--- src/rtl/irq_seq_pkg.sv ---
// Shared types for the interrupt entry sequencer.
package irq_seq_pkg;
    typedef enum logic [2:0] {
        ST_IDLE  = 3'd0,
        ST_KERN  = 3'd1,
        ST_SAVE  = 3'd2,
        ST_FETCH = 3'd3,
        ST_WAIT  = 3'd4,
        ST_DONE  = 3'd5
    } seq_state_t;
endpackage

--- src/rtl/irq_status_xform.sv ---
// Builds the saved status word: the low field is shifted left and truncated
// to FIELD_W bits, and the top bit of the old word is carried unchanged.
// Assumes SHIFT < FIELD_W < W.
module irq_status_xform #(
    parameter int W       = 32,
    parameter int SHIFT   = 10,
    parameter int FIELD_W = 30
) (
    input  logic [W-1:0] old_status,
    output logic [W-1:0] new_status
);
    localparam logic [W-1:0] FIELD_MASK = W'((64'd1 << FIELD_W) - 64'd1);
    localparam logic [W-1:0] KEEP_MASK  = W'(64'd1 << (W - 1));

    // Shift, truncate to the field, and merge the preserved top bit.
    always_comb begin
        new_status = ((old_status << SHIFT) & FIELD_MASK) | (old_status & KEEP_MASK);
    end
endmodule

--- src/rtl/irq_vec_fetch.sv ---
// Computes the vector table address and assembles the handler address from
// the read data lanes in little-endian order (lane 0 is the lowest byte).
// Assumes the table entry is exactly BYTES bytes wide.
module irq_vec_fetch #(
    parameter int AW          = 32,
    parameter int VEC_W       = 8,
    parameter int STRIDE_LOG2 = 2
) (
    input  logic [AW-1:0]    base,
    input  logic [VEC_W-1:0] vec,
    input  logic [AW-1:0]    rd_data,
    output logic [AW-1:0]    addr,
    output logic [AW-1:0]    handler
);
    localparam int BYTES = AW / 8;

    // Table entry address: base plus vector times the entry size.
    always_comb begin
        addr = base + (AW'(vec) << STRIDE_LOG2);
    end

    // Byte lane k of the response holds address+k, i.e. PC byte k.
    for (genvar k = 0; k < BYTES; k++) begin : g_lane
        assign handler[8*k +: 8] = rd_data[8*k +: 8];
    end
endmodule

--- src/rtl/irq_ctx_capture.sv ---
// Holds the core context sampled in the cycle a request is accepted so
// that later writes use one consistent snapshot. Assumes load is a pulse.
module irq_ctx_capture #(
    parameter int W     = 32,
    parameter int VEC_W = 8
) (
    input  logic             clk,
    input  logic             rst_n,
    input  logic             load,
    input  logic [VEC_W-1:0] vec_in,
    input  logic             user_in,
    input  logic [W-1:0]     status_in,
    input  logic [W-1:0]     pc_in,
    input  logic [W-1:0]     sp_in,
    input  logic [W-1:0]     ksp_in,
    input  logic [W-1:0]     base_in,
    output logic [VEC_W-1:0] vec_q,
    output logic             user_q,
    output logic [W-1:0]     status_q,
    output logic [W-1:0]     pc_q,
    output logic [W-1:0]     sp_q,
    output logic [W-1:0]     ksp_q,
    output logic [W-1:0]     base_q
);
    // Snapshot register bank, cleared on reset, loaded on accept.
    always_ff @(posedge clk) begin
        if (!rst_n) begin
            vec_q    <= '0;
            user_q   <= 1'b0;
            status_q <= '0;
            pc_q     <= '0;
            sp_q     <= '0;
            ksp_q    <= '0;
            base_q   <= '0;
        end else if (load) begin
            vec_q    <= vec_in;
            user_q   <= user_in;
            status_q <= status_in;
            pc_q     <= pc_in;
            sp_q     <= sp_in;
            ksp_q    <= ksp_in;
            base_q   <= base_in;
        end
    end
endmodule

--- src/rtl/irq_entry_seq.sv ---
// Interrupt entry sequencer top. Accepts a request when enabled and idle,
// clears user mode, saves state, reads the handler vector and reports the
// outcome with a one-cycle pulse. Assumes the read response arrives no
// earlier than the cycle after rd_req and that the core applies strobes
// in the cycle they are high.
module irq_entry_seq
    import irq_seq_pkg::*;
#(
    parameter int W           = 32,
    parameter int VEC_W       = 8,
    parameter int ST_SHIFT    = 10,
    parameter int ST_FIELD_W  = 30,
    parameter int EXS_SHIFT   = 8,
    parameter int STRIDE_LOG2 = 2
) (
    input  logic             clk,
    input  logic             rst_n,
    input  logic             irq_req,
    input  logic [VEC_W-1:0] irq_vec,
    input  logic             irq_en,
    input  logic             user_mode,
    input  logic [W-1:0]     cur_status,
    input  logic [W-1:0]     cur_pc,
    input  logic [W-1:0]     cur_sp,
    input  logic [W-1:0]     kernel_sp,
    input  logic [W-1:0]     exc_base,
    output logic             rd_req,
    output logic [W-1:0]     rd_addr,
    input  logic             rd_valid,
    input  logic             rd_err,
    input  logic [W-1:0]     rd_data,
    output logic             umode_clr,
    output logic             status_we,
    output logic [W-1:0]     status_wdata,
    output logic             usp_we,
    output logic [W-1:0]     usp_wdata,
    output logic             sp_we,
    output logic [W-1:0]     sp_wdata,
    output logic             erp_we,
    output logic [W-1:0]     erp_wdata,
    output logic             exs_we,
    output logic [W-1:0]     exs_wdata,
    output logic             eda_we,
    output logic [W-1:0]     eda_wdata,
    output logic             pc_we,
    output logic [W-1:0]     pc_wdata,
    output logic             busy,
    output logic             done_ok,
    output logic             done_rej,
    output logic [W-1:0]     result_pc
);
    seq_state_t       state_q, state_d;
    logic             accept;
    logic [VEC_W-1:0] vec_q;
    logic             user_q;
    logic [W-1:0]     status_q, pc_q, sp_q, ksp_q, base_q;
    logic [W-1:0]     status_new, table_addr, handler;
    logic [W-1:0]     final_pc_q;
    logic             ok_q;

    assign accept = (state_q == ST_IDLE) && irq_req && irq_en;

    irq_ctx_capture #(.W(W), .VEC_W(VEC_W)) u_ctx (
        .clk(clk), .rst_n(rst_n), .load(accept),
        .vec_in(irq_vec), .user_in(user_mode), .status_in(cur_status),
        .pc_in(cur_pc), .sp_in(cur_sp), .ksp_in(kernel_sp), .base_in(exc_base),
        .vec_q(vec_q), .user_q(user_q), .status_q(status_q), .pc_q(pc_q),
        .sp_q(sp_q), .ksp_q(ksp_q), .base_q(base_q)
    );

    irq_status_xform #(.W(W), .SHIFT(ST_SHIFT), .FIELD_W(ST_FIELD_W)) u_xf (
        .old_status(status_q), .new_status(status_new)
    );

    irq_vec_fetch #(.AW(W), .VEC_W(VEC_W), .STRIDE_LOG2(STRIDE_LOG2)) u_vf (
        .base(base_q), .vec(vec_q), .rd_data(rd_data),
        .addr(table_addr), .handler(handler)
    );

    // Next-state selection for the entry sequence.
    always_comb begin
        state_d = state_q;
        unique case (state_q)
            ST_IDLE:  if (accept) state_d = ST_KERN;
            ST_KERN:  state_d = ST_SAVE;
            ST_SAVE:  state_d = ST_FETCH;
            ST_FETCH: state_d = ST_WAIT;
            ST_WAIT:  if (rd_valid) state_d = ST_DONE;
            ST_DONE:  state_d = ST_IDLE;
            default:  state_d = ST_IDLE;
        endcase
    end

    // State register.
    always_ff @(posedge clk) begin
        if (!rst_n) state_q <= ST_IDLE;
        else        state_q <= state_d;
    end

    // Latch the read outcome and the resulting PC when the response lands.
    always_ff @(posedge clk) begin
        if (!rst_n) begin
            ok_q       <= 1'b0;
            final_pc_q <= '0;
        end else if (state_q == ST_WAIT && rd_valid) begin
            ok_q       <= !rd_err;
            final_pc_q <= rd_err ? pc_q : handler;
        end
    end

    // Strobes and data decoded from the current step.
    always_comb begin
        umode_clr    = (state_q == ST_KERN);
        status_we    = (state_q == ST_SAVE);
        status_wdata = status_new;
        usp_we       = (state_q == ST_SAVE) && user_q;
        usp_wdata    = sp_q;
        sp_we        = (state_q == ST_SAVE) && user_q;
        sp_wdata     = ksp_q;
        erp_we       = (state_q == ST_SAVE);
        erp_wdata    = pc_q;
        exs_we       = (state_q == ST_SAVE);
        exs_wdata    = W'(vec_q) << EXS_SHIFT;
        eda_we       = (state_q == ST_SAVE);
        eda_wdata    = '0;
        rd_req       = (state_q == ST_FETCH);
        rd_addr      = table_addr;
        done_ok      = (state_q == ST_DONE) && ok_q;
        done_rej     = (state_q == ST_DONE) && !ok_q;
        pc_we        = done_ok;
        pc_wdata     = final_pc_q;
        result_pc    = final_pc_q;
        busy         = (state_q != ST_IDLE);
    end

    // no state write may precede the user-mode clear.
    p_clear_first_r3: assert property (@(posedge clk) disable iff (!rst_n)
        (status_we || usp_we || sp_we || erp_we || exs_we || eda_we) |-> $past(umode_clr));
    // the clear cycle carries no other write.
    p_clear_alone_r3: assert property (@(posedge clk) disable iff (!rst_n)
        umode_clr |-> !(status_we || usp_we || sp_we || erp_we || exs_we || eda_we || pc_we));
    // stack swap writes travel together.
    p_swap_pair_r5: assert property (@(posedge clk) disable iff (!rst_n)
        usp_we |-> (sp_we && status_we));
    // the table read is a single-cycle request.
    p_req_pulse_r7: assert property (@(posedge clk) disable iff (!rst_n)
        rd_req |=> !rd_req);
    // a PC write only comes with a successful completion.
    p_pc_ok_r8: assert property (@(posedge clk) disable iff (!rst_n)
        pc_we |-> (done_ok && !done_rej));
    // completion follows a sampled response.
    p_done_after_resp_r9: assert property (@(posedge clk) disable iff (!rst_n)
        (done_ok || done_rej) |-> $past(rd_valid));
    // a disabled request leaves the block idle.
    p_disabled_idle_r2: assert property (@(posedge clk) disable iff (!rst_n)
        (!busy && irq_req && !irq_en) |=> !busy);
    // busy only rises after an enabled request.
    p_busy_rise_r10: assert property (@(posedge clk) disable iff (!rst_n)
        $rose(busy) |-> $past(irq_req && irq_en));
endmodule

--- config.mk ---
export PLATFORM = sky130hd
export DESIGN_NAME = irq_entry_seq
export DESIGN_NICKNAME = d
export VERILOG_FILES = /design/src/rtl/irq_seq_pkg.sv /design/src/rtl/irq_status_xform.sv /design/src/rtl/irq_vec_fetch.sv /design/src/rtl/irq_ctx_capture.sv /design/src/rtl/irq_entry_seq.sv
export SDC_FILE = /design/constraint.sdc
export NUM_CORES = 1
export LEC_CHECK = 0
export ABC_AREA = 1
export BUFFER_PORTS_ARGS = -buffer_cell sky130_fd_sc_hd__buf_4
export CAP_MARGIN = 20
export CELL_PAD_IN_SITES_DETAIL_PLACEMENT = 0
export CELL_PAD_IN_SITES_GLOBAL_PLACEMENT = 1
export CORE_AREA = 10 10 187 189
export DETAILED_ROUTE_END_ITERATION = 7
export DIE_AREA = 0 0 197 199
export PLACE_DENSITY = 0.91
export SLEW_MARGIN = 20
export SYNTH_ARGS = -nofsm -noshare
export SYNTH_HDL_FRONTEND = slang
export SYNTH_SLANG_ARGS = --single-unit
--- constraint.sdc ---
create_clock -name clk -period 5.85 [get_ports clk]
set_clock_uncertainty 0.15 [all_clocks]
set_input_delay 0.585 -clock clk [delete_from_list [all_inputs] [get_ports clk]]
set_output_delay 0.585 -clock clk [all_outputs]
set_load 0.02 [all_outputs]
After elaboration in Yosys (flattened, before gate mapping)
Cells that the tools add are included.
{"block": "totals", "reg_bits": 205, "inputBits": 207, "out_inout_bits": 300, "elab_cells": 34}
{"block": "op_classes", "add_sub_neg": 1, "n_eq_ne": 7, "n_mux": 4, "n_bitwise": 1, "n_reduce_logical": 11}
{"operator": "$add A32 B10 Y32", "n": 1}
{"operator": "$mux W32", "n": 1}
{"operator": "$or A30 B32 Y32", "n": 1}
{"operator": "$pmux W3 S5", "n": 1}
{"operator": "$eq A3 B2 Y1 const B", "n": 2}
{"operator": "$eq A3 B3 Y1 const B", "n": 2}
{"operator": "$logic_and A1 B1 Y1", "n": 6}
{"operator": "$mux W3", "n": 2}
{"operator": "$ne A2 B2 Y1 const B", "n": 2}
{"operator": "$eq A3 B1 Y1 const B", "n": 1}
{"operator": "$logic_not A3 Y1", "n": 1}
{"operator": "$reduce_bool A3 Y1", "n": 1}
{"operator": "$logic_not A1 Y1", "n": 2}
{"operator": "$reduce_and A2 Y1", "n": 1}

Logic depth before layout (Yosys ltp)
{"block": "logic_depth", "ltp_word": 5, "ltp_mapped": 11, "ltp_nobuf": 11}

Modules after synthesis
Synthesis repeated with hierarchy kept, for this count alone.
{"block": "unflattened", "cells_unflattened": 1849, "hier_area_um2": 11524.8}
{"module": "irq_ctx_capture", "n_inst": 1, "cells_per_inst": 1071, "area_each_um2": 7076.8, "seq_area_each_um2": 3383.2}
{"module": "irq_entry_seq", "n_inst": 1, "cells_per_inst": 438, "area_each_um2": 2632.5, "seq_area_each_um2": 720.7}
{"module": "irq_vec_fetch", "n_inst": 1, "cells_per_inst": 307, "area_each_um2": 1571.5, "seq_area_each_um2": 0.0}
{"module": "irq_status_xform", "n_inst": 1, "cells_per_inst": 33, "area_each_um2": 244.0, "seq_area_each_um2": 0.0}

Least setup slack after synthesis
OpenSTA, ideal clock, no wires.
{"block": "synth_path", "kind": "register -> output", "from": "register u_ctx.vec_q[0]", "to": "output port rd_addr[18]", "t_arrival_ns": 1.971, "t_required_ns": 5.115, "slack_ns": 3.144, "path_stages_with_launch": 11, "path_buffers": 0, "path_cell_list": "dfxtp_1 > ha_1 > inv_1 > fa_1 > inv_1 > nand3_1 > nand3_1 > nand2_1 > nand2_1 > nand2_1 > xor2_1"}
{"block": "synth_between", "elab_chain_len": 1}
{"item": "from (decl)", "line_no": "irq_ctx_capture.sv:17", "text": "output logic [VEC_W-1:0] vec_q,"}
{"item": "from (signal assigned)", "line_no": "irq_ctx_capture.sv:36", "text": "vec_q <= vec_in;"}
{"item": "$add A32 B10 Y32", "line_no": "irq_vec_fetch.sv:19", "text": "addr = base + (AW'(vec) << STRIDE_LOG2);"}
{"item": "to (decl)", "line_no": "irq_entry_seq.sv:28", "text": "output logic [W-1:0] rd_addr,"}
Every way passes these cells.

Worst setup path in the final report
{"block": "layout_path", "from": "register u_ctx.vec_q[0]", "to": "output port rd_addr[26]"}
The elaborated chain is that of the path after synthesis.

==> results.yml <==
outcome:
  status: "completed"
floorplanning:
  die-width_um: 197
  start_util: 0.288
  io_pins: 507
  design.die.area_sq_mm: 0.0392
  die_y_um: 199
  placementRows: 65
  core-area_sq_mm: 0.0312
cells_and_area:
  multi_input_area_sq_mm: 0.00402
  fill_cells: 3252
  instances_no_fill: 2050
  nets: 1851
  antenna_cells: 0
  layout_common_cells: "nand2_1 (460), buf_4 (435), a21oi_1 (226)"
  syn_to_final_growth_pct: 39.4
  mostFrequentLayoutCell: "nand2_1"
  drive_above_1_share: 0.288
  seqCellArea_sq_mm: 0.00388
clock_network:
  h-tree-depth: 4
  cts_tree: "yes"
  post-cts-setup-buffers: 0
  postCtsResizedCells: 0
  clk_latency_ps: 450
  clock_path_buffers: 2
  cts_hold_buf: 0
  clk_pin_slew_ps: 80
  clockRootBuffer: "clkbuf_16"
  cts.sinks: 194
  numCtsBuffers: 17
worst_setup_path:
  endpoint_kind: "output pin"
  arrival_ps: 2500
  critical_path_buf_inv_count: 3
  rr_endpoint: "u_ctx.sp_q[6]$_SDFFE_PN0P_"
  critPathRequiredTime_ps: 5120
  reg2regPathDepth: 6
  worstSetupPathType: "register to output pin"
  start_kind: "register"
  cpLargestDelayFamily: "simple AND/OR/NAND/NOR gates"
  crit_path_max_fanout: 5
  critPathMostFrequentCell: "nand2_1"
  cp_cell_sequence: "ha_1, inv_1, fa_1, inv_1, nand3_1, nand3_1, nand2_1, nand2_1, nand2_1, xor2_1, buf_4"
  crit-reg2reg-launch: "state_q[2]$_SDFFE_PN0P_"
  slowest_stage: "fa_1"
  rrSetupSlack_ps: 2790
  critPathMaxStageDelay_ps: 410
grt:
  track_usage: 0.171
  grt_max_degree: 80
  grt_pass1_wl_um: 52500
  grt_antenna_before_repair: 0
  first_global_vias: 9083
  overflow: 0
placed_design:
  pre_cts_ws_ps: 2610
  dp.cells: 2017
  port_buffers: 428
  dpl.hpwl_um: 27100
  gp_congestion: 0.877
power_and_ir_drop:
  p_int_mw: 2.49
  powerDensity_mw_per_mm2: 310
  seq_power_share: 0.401
  irDropWorstVdd_v: 0.000203
  power.leakage_nw: 5.85
  swShare: 0.362
  power_frac_comb: 0.288
  power.switching_mw: 1.41
  finalPower_mw: 3.90
  p_clk_frac: 0.310
logic_synthesis:
  synth_simple_gate_area_share: 0.251
  syn_area_sq_mm: 0.00901
  synth.avg_cell_area_sq_um: 7.00
  synthMuxAreaShare: 0
  synth_top_family_by_area: "simple AND/OR/NAND/NOR gates"
  synth_cell_types: 27
  synthCells: 1287
  synthAdderAreaFrac: 0.0133
  synth-compound-area-share: 0.142
  ys_warn_count: 0
  ys_ff_latch: 194
  ys_seq_area_frac: 0.431
  synth_xor_xnor_area_share: 0.0117
drt:
  drt-total-wl_um: 35400
  drt-initial-drc-count: 451
  drc: 0
  firstDrtPassIters: 5
  ant_nets: 0
  vias_per_cell: 4.47
  route.vias.total: 9161
  wl_per_cell_um: 17.3
sta:
  holdWs_ps: 234
  period_minus_slack_ps: 3240
  hold_violations: 0
  drv_slew: 0
  setup_ws_ps: 2610
  finalSetupViolCount: 0
  tightest_slew_ps: 1110
  slew_headroom: 0.255
  fin_crit_sh: 0.554
  max_freq_mhz: 309
  tns_ps: 0
  rsz0062_at_grt: "false"
job:
  drv_cap: 0
worst_hold_path:
  hp-class: "primary input to register"
  hold_depth: 3
  hold_end: "u_ctx.sp_q[22]$_SDFFE_PN0P_"
  min_from: "cur_sp[22]"
cells by family after synthesis:
kind of cell               after synthesis
and+or+nand+nor                        574
AOI/OAI and AO/OA                      255
buffers and inverters                  242
DFF                                    194
xor gates and xnor gates                12
adders and majority gates                9
other                                    1
power by group through the flow:
stage               Sequential [mW]  Combinational, mW  Clock, mW
finish                         1.56               1.12       1.21
global route                   1.58               1.23       1.29
CTS                            1.56               1.14       1.25
detailed placement             1.59               1.13          0
global placement               1.59               1.12          0
floorplan                      1.69              0.574          0
worst min-delay path: cells and delay by family:
family / cells / cell delay, ps
and+or+nand+nor: 1 / 50
AOI/OAI and AO/OA: 1 / 50
buffers and inverters: 1 / 110
metal layers:
metal | global-route usage | wire [um] | share of wire
met3 | 0.0749 | 3390 | 0.096
met1 | 0.190 | 14000 | 0.40
met5 | 0 | 0 | 0
met2 | 0.298 | 17600 | 0.50
met4 | 0.0359 | 306 | 0.0087
cells in the mapped netlist:
cell type,n,area share
nor3b_1,1,0.00083
fa_1,1,0.0022
buf_2,28,0.016
conb_1,1,0.00042
clkbuf_1,36,0.015
nand3b_1,1,0.00083
nand3_1,35,0.019
nand2_1,460,0.19
xor2_1,11,0.011
o21ai_0,27,0.015
inv_1,64,0.027
clkinv_1,1,0.00042
ha_1,8,0.011
o21bai_1,1,0.00083
nor2_4,1,0.0013
dfxtp_1,194,0.43
buf_4,110,0.092
nand4_4,1,0.0024
nor3_1,9,0.0050
nand4_1,4,0.0028
nor2_1,60,0.025
a21oi_1,226,0.13
o22ai_1,1,0.00070
nor4_1,1,0.00070
inv_2,3,0.0013
and2_1,1,0.00070
xnor2_1,1,0.00097
final cells by class:
class                           instances  area share
Multi-Input combinational cell        917       0.320
Sequential cell                       194       0.309
Timing Repair Buffer                  437       0.262
Tap cell                              402      0.0401
Clock buffer                           17      0.0339
Inverter                               68      0.0207
Clock inverter                         15      0.0135
flip-flops by register name, summed over array words and instances, names as in the netlist:
name and cells:
ok_q 1, u_ctx.sp_q 32, u_ctx.user_q 1, u_ctx.status_q 21
u_ctx.pc_q 32, pc_wdata 32, u_ctx.base_q 32, state_q 3
u_ctx.ksp_q 32, u_ctx.vec_q 8
stage by stage:
stage	utilization	cell area, sq um
2_1_floorplan	-	9250
5_1_grt	0.402	12600
6_report	0.402	12600
3_5_place_dp	0.383	12000
4_1_cts	0.402	12500
3_3_place_gp	0.383	12000
worst max path at each step:
| stage | slack, ps | startpoint | depth (start not counted) | end |
|---|---|---|---|---|
| 3_5_place_dp | 2610 | irq_req | 6 | u_ctx.ksp_q[13]$_SDFFE_PN0P_ |
| 6_report | 2610 | u_ctx.vec_q[0]$_SDFFE_PN0P_ | 11 | rd_addr[26] |
| 4_1_cts | 2570 | u_ctx.vec_q[0]$_SDFFE_PN0P_ | 11 | rd_addr[26] |
| 5_1_grt | 2380 | u_ctx.vec_q[0]$_SDFFE_PN0P_ | 11 | rd_addr[26] |
| 2_1_floorplan | 3140 | u_ctx.vec_q[0]$_SDFFE_PN0P_ | 10 | rd_addr[18] |
| 3_3_place_gp | 2640 | irq_req | 6 | u_ctx.base_q[3]$_SDFFE_PN0P_ |
No activity file was read; power rests on OpenSTA's default activity.
